**src/rtl/boot_pkg.sv**
```systemverilog
package boot_pkg;

  typedef enum logic [1:0] {
    ST_RESET_HOLD = 2'd0,
    ST_DEBUG_HOLD = 2'd1,
    ST_RUN        = 2'd2
  } boot_state_e;

  // Next hold/run state from the current state and the two strobes.
  function automatic boot_state_e next_state(input boot_state_e cur,
                                             input logic frame_ok,
                                             input logic start);
    boot_state_e nxt;
    nxt = cur;
    case (cur)
      ST_RESET_HOLD: begin
        if (start)         nxt = ST_RUN;
        else if (frame_ok) nxt = ST_DEBUG_HOLD;
      end
      ST_DEBUG_HOLD: if (start) nxt = ST_RUN;
      ST_RUN:        nxt = ST_RUN;
      default:       nxt = ST_RESET_HOLD;
    endcase
    return nxt;
  endfunction

  function automatic logic is_held(input boot_state_e s);
    return s != ST_RUN;
  endfunction

endpackage

```
**src/rtl/boot_mode_fsm.sv**
```systemverilog
module boot_mode_fsm
  import boot_pkg::*;
(
  input  logic clk,
  input  logic rst_n,
  input  logic frame_ok,
  input  logic start,
  output logic held,
  output logic release_evt,
  output logic pc_load_q
);

  boot_state_e state_q;

  assign held        = is_held(state_q);
  assign release_evt = held & start;

  always_ff @(posedge clk or negedge rst_n) begin
    if (!rst_n) begin
      state_q   <= ST_RESET_HOLD;
      pc_load_q <= 1'b0;
    end else begin
      state_q   <= next_state(state_q, frame_ok, start);
      pc_load_q <= release_evt;
    end
  end

endmodule

```
**src/rtl/tx_owner_latch.sv**
```systemverilog
module tx_owner_latch (
  input  logic clk,
  input  logic rst_n,
  input  logic frame_ok,
  output logic sel_dbg
);

  always_ff @(posedge clk or negedge rst_n) begin
    if (!rst_n)        sel_dbg <= 1'b0;
    else if (frame_ok) sel_dbg <= 1'b1;
  end

endmodule

```
**src/rtl/image_write_gate.sv**
```systemverilog
module image_write_gate #(
  parameter int ADDR_W = 16,
  parameter int DATA_W = 32
) (
  input  logic              clk,
  input  logic              rst_n,
  input  logic              held,
  input  logic              req,
  input  logic [ADDR_W-1:0] req_addr,
  input  logic [DATA_W-1:0] req_data,
  output logic              accept_evt,
  output logic              refuse_evt,
  output logic              we_q,
  output logic [ADDR_W-1:0] addr_q,
  output logic [DATA_W-1:0] data_q,
  output logic              reject_q
);

  assign accept_evt = req & held;
  assign refuse_evt = req & ~held;

  always_ff @(posedge clk or negedge rst_n) begin
    if (!rst_n) begin
      we_q     <= 1'b0;
      reject_q <= 1'b0;
      addr_q   <= '0;
      data_q   <= '0;
    end else begin
      we_q     <= accept_evt;
      reject_q <= refuse_evt;
      if (accept_evt) begin
        addr_q <= req_addr;
        data_q <= req_data;
      end
    end
  end

endmodule

```
**src/rtl/boot_vector_reg.sv**
```systemverilog
module boot_vector_reg #(
  parameter int               ADDR_W     = 16,
  parameter logic [ADDR_W-1:0] RESET_VAL = '0
) (
  input  logic              clk,
  input  logic              rst_n,
  input  logic              held,
  input  logic              we,
  input  logic [ADDR_W-1:0] wdata,
  output logic              upd_evt,
  output logic [ADDR_W-1:0] value_q
);

  assign upd_evt = we & held;

  always_ff @(posedge clk or negedge rst_n) begin
    if (!rst_n)       value_q <= RESET_VAL;
    else if (upd_evt) value_q <= wdata;
  end

endmodule

```
**src/rtl/boot_hold_ctrl.sv**
```systemverilog
module boot_hold_ctrl #(
  parameter int               ADDR_W     = 16,
  parameter int               DATA_W     = 32,
  parameter logic [ADDR_W-1:0] BOOT_RESET = '0
) (
  input  logic              clk,
  input  logic              rst_n,
  input  logic              dbg_frame_ok,
  input  logic              start,
  input  logic              dbg_wr_en,
  input  logic [ADDR_W-1:0] dbg_wr_addr,
  input  logic [DATA_W-1:0] dbg_wr_data,
  input  logic              dbg_boot_we,
  input  logic [ADDR_W-1:0] dbg_boot_addr,
  output logic              cpu_hold,
  output logic              tx_sel_dbg,
  output logic              mem_we,
  output logic [ADDR_W-1:0] mem_addr,
  output logic [DATA_W-1:0] mem_wdata,
  output logic              wr_reject,
  output logic              pc_load,
  output logic [ADDR_W-1:0] pc_value
);

  // Named internal events, brought out for the checker.
  logic held;
  logic release_evt;
  logic wr_accept_evt;
  logic wr_refuse_evt;
  logic boot_upd_evt;

  boot_mode_fsm u_fsm (
    .clk        (clk),
    .rst_n      (rst_n),
    .frame_ok   (dbg_frame_ok),
    .start      (start),
    .held       (held),
    .release_evt(release_evt),
    .pc_load_q  (pc_load)
  );

  tx_owner_latch u_tx (
    .clk     (clk),
    .rst_n   (rst_n),
    .frame_ok(dbg_frame_ok),
    .sel_dbg (tx_sel_dbg)
  );

  image_write_gate #(.ADDR_W(ADDR_W), .DATA_W(DATA_W)) u_wr (
    .clk       (clk),
    .rst_n     (rst_n),
    .held      (held),
    .req       (dbg_wr_en),
    .req_addr  (dbg_wr_addr),
    .req_data  (dbg_wr_data),
    .accept_evt(wr_accept_evt),
    .refuse_evt(wr_refuse_evt),
    .we_q      (mem_we),
    .addr_q    (mem_addr),
    .data_q    (mem_wdata),
    .reject_q  (wr_reject)
  );

  boot_vector_reg #(.ADDR_W(ADDR_W), .RESET_VAL(BOOT_RESET)) u_boot (
    .clk    (clk),
    .rst_n  (rst_n),
    .held   (held),
    .we     (dbg_boot_we),
    .wdata  (dbg_boot_addr),
    .upd_evt(boot_upd_evt),
    .value_q(pc_value)
  );

  assign cpu_hold = held;

endmodule

```
**config.mk**
```make
export PLATFORM = sky130hd
export DESIGN_NAME = boot_hold_ctrl
export DESIGN_NICKNAME = d
export VERILOG_FILES = /design/src/rtl/boot_pkg.sv /design/src/rtl/boot_mode_fsm.sv /design/src/rtl/tx_owner_latch.sv /design/src/rtl/image_write_gate.sv /design/src/rtl/boot_vector_reg.sv /design/src/rtl/boot_hold_ctrl.sv
export SDC_FILE = /design/constraint.sdc
export NUM_CORES = 1
export LEC_CHECK = 0
export BUFFER_PORTS_ARGS = -buffer_cell sky130_fd_sc_hd__buf_2
export CORE_MARGIN = 2
export CORE_UTILIZATION = 45
export CTS_CLUSTER_SIZE = 28
export DETAILED_ROUTE_END_ITERATION = 10
export GPL_TIMING_DRIVEN = 1
export PLACE_DENSITY = 0.89
export SYNTH_ARGS = -nofsm -noshare
export SYNTH_HDL_FRONTEND = slang
export SYNTH_SLANG_ARGS = --single-unit
```
**constraint.sdc**
```tcl
create_clock -name clk -period 2 [get_ports clk]
set_input_delay 0.4 -clock clk [delete_from_list [all_inputs] [get_ports clk]]
set_output_delay 0.4 -clock clk [all_outputs]
set_load 0.1 [all_outputs]
```
==> results.json <==
{
  "maxSlewHeadroom_pct": 66.7,
  "dr_wl_met3_um": 429,
  "ys.flop_type": "dfrtp_1",
  "routed_wl_um": 5350,
  "rsz0062_at_grt": "no",
  "tightest_slew_ns": 0.503,
  "path_cells": "inv_1, ha_1, inv_1, clkbuf_4",
  "crit_arrival_ns": 1.48,
  "die_x_um": 81.6,
  "crit_fanout": 5,
  "grt_max_degree": 66,
  "fin_setup_tns_ns": 0,
  "clock.fmax_ghz": 0.533,
  "start_util_pct": 46.1,
  "globalRouteOverflowTotal": 0,
  "post_cts_buffers": 0,
  "cts_tree": "done",
  "synthDistinctLibCells": 19,
  "core_area_sq_mm": 0.00589,
  "met1_length_um": 2010,
  "routed-via-count": 1834,
  "syn-cell-area_sq_mm": 0.00271,
  "layout_min_cycle_time_ns": 1.88,
  "skew_ns": 0.00579,
  "ios": 139,
  "drt_iter0_drc": 36,
  "crit_path_frequent_cell": "inv_1",
  "hold_violations": 0,
  "clk_pin_slew_ns": 0.06,
  "crit_type": "register to output port",
  "post_drt_wl_per_cell_um": 13.7,
  "crit_family": "buffers and inverters",
  "cts_root_buf": "clkbuf_8",
  "synth_warnings": 0,
  "nets": 384,
  "topRoutingLayerUsed": "met4",
  "ff2ff_setup_slack_ns": 0.37,
  "grt_use_total_pct": 16.3,
  "cp-start-kind": "register",
  "synth_edf_count": 0,
  "drc_errors": 0,
  "antenna_left": 0,
  "cp_slowest_cell": "dfrtp_1",
  "gp_congestion": 0.714,
  "min_path_type": "input pin to register",
  "drive_gt1_share_pct": 70.2,
  "wl_met2_um": 2800,
  "clock-sinks": 70,
  "insertion_delay_ns": 0.32,
  "die-area_sq_mm": 0.00666,
  "die_h_um": 81.6,
  "grt_pass1_wl_um": 8130,
  "syn_nets": 237,
  "fin_crit_sh_pct": 93.8,
  "antenna_found_initial": 0,
  "portBuffers": 138,
  "path_buf_inv": 3,
  "ys_seq_area_share_pct": 64.6,
  "hpwl_um": 4040,
  "viasPerCell": 4.70,
  "slowest_delay_ns": 0.38,
  "htree_num_levels": 3,
  "outcome": "complete, no violations",
  "syn-instance-count": 163,
  "clockBufferDepth": 2,
  "required_ns": 1.60,
  "grt_pass1_vias": 1894,
  "ys_ff_latch": 70,
  "diodes": 0,
  "setup_viol": 0,
  "endpoint_kind": "output port",
  "areaGrowthSynthToFinish_pct": 37.7,
  "avgSynthCellArea_sq_um": 16.6,
  "drtPass1Iterations": 4,
  "drv_slew": 0,
  "maxCapViolations": 0,
  "rows": 28,
  "cts_inserted_buffers": 9,
  "synthArstFlopShare_pct": 100
}
stage by stage:
stage          utilization, %  setup WS, ns  hold WS [ns]  area [sq um]  cells
3_3_place_gp             59.5         0.400         0.236          3500    373
6_report                 63.5         0.124         0.287          3730    390
5_1_grt                  63.5       0.00910         0.287          3730    390
2_1_floorplan               -         0.337         0.104          2710    163
3_5_place_dp             59.5         0.364         0.241          3500    373
4_1_cts                  63.4       0.00781         0.269          3730    390
registers in the layout (all words and copies together), names as in the netlist:
signal	cells
u_fsm.state_q	2
u_tx.sel_dbg	1
u_wr.reject_q	1
u_boot.value_q	16
u_wr.addr_q	16
u_wr.data_q	32
u_fsm.pc_load_q	1
u_wr.we_q	1
cells by family after synthesis:
| family | share of synthesized area [%] |
|---|---|
| muxes | 27.7 |
| DFF | 64.6 |
| and+or+nand+nor | 2.03 |
| adders and majority gates | 1.85 |
| AOI/OAI and AO/OA | 1.29 |
| buffers and inverters | 2.54 |
synthesized netlist by cell type (2+ instances only):
cell | number | area share [%]
mux2_2 | 54 | 22
mux2_4 | 8 | 4.4
mux2_1 | 2 | 0.83
buf_2 | 4 | 0.74
dfrtp_1 | 70 | 65
nor2b_1 | 2 | 0.46
ha_1 | 4 | 1.8
inv_1 | 4 | 0.55
a21oi_1 | 2 | 0.37
buf_6 | 3 | 1.2
nand2b_1 | 2 | 0.46
placed cells by master (no fill, tap or decap), types with 2 or more instances in the layout:
cell and n:
ha_1 4, clkbuf_8 13, buf_4 2, mux2_2 54, mux2_4 8, inv_1 4, mux2_1 2, buf_2 137
nand2b_1 2, buf_12 2, dfrtp_1 70, a21oi_1 2, nor2b_1 2
final timing paths:
| path | cells past startpoint | endpoint | from |
|---|---|---|---|
| max | 4 | cpu_hold | u_fsm.state_q[0] |
| min | 2 | u_fsm.state_q[0] | start |
| max reg2reg | 5 | u_wr.data_q[12] | u_fsm.state_q[0] |
| min reg2reg | 1 | u_tx.sel_dbg | u_tx.sel_dbg |
| max in group asynchronous | 3 | u_wr.data_q[9] | rst_n |
| min in group asynchronous | 2 | u_wr.data_q[24] | rst_n |
final cells by class:
type | instances | area [sq um]
clock buffer | 14 | 183
tap | 75 | 93.8
timing repair buffer | 143 | 758
multi-input combinational | 82 | 896
clock inverter | 2 | 37.5
fill | 472 | 2150
inverter | 4 | 15.0
sequential | 70 | 1750
metal layers:
| metal | global-route usage [%] | up-vias |
|---|---|---|
| met1 | 16.4 | 886 |
| met5 | 0 | - |
| met3 | 4.84 | 13 |
| met2 | 30.0 | 79 |
| met4 | 8.67 | 0 |
| li1 | - | 856 |
repair_timing:
| item | CTS | global route |
|---|---|---|
| setup endpoints to repair | 0 | 1 |
| hold endpoints to repair | 5 | 0 |
| resized for setup | 0 | 1 |
| hold buffers | 1 | 0 |
Power is not shown: default switching activity piles up to over one toggle a cycle in this logic, so the estimate is an artifact.
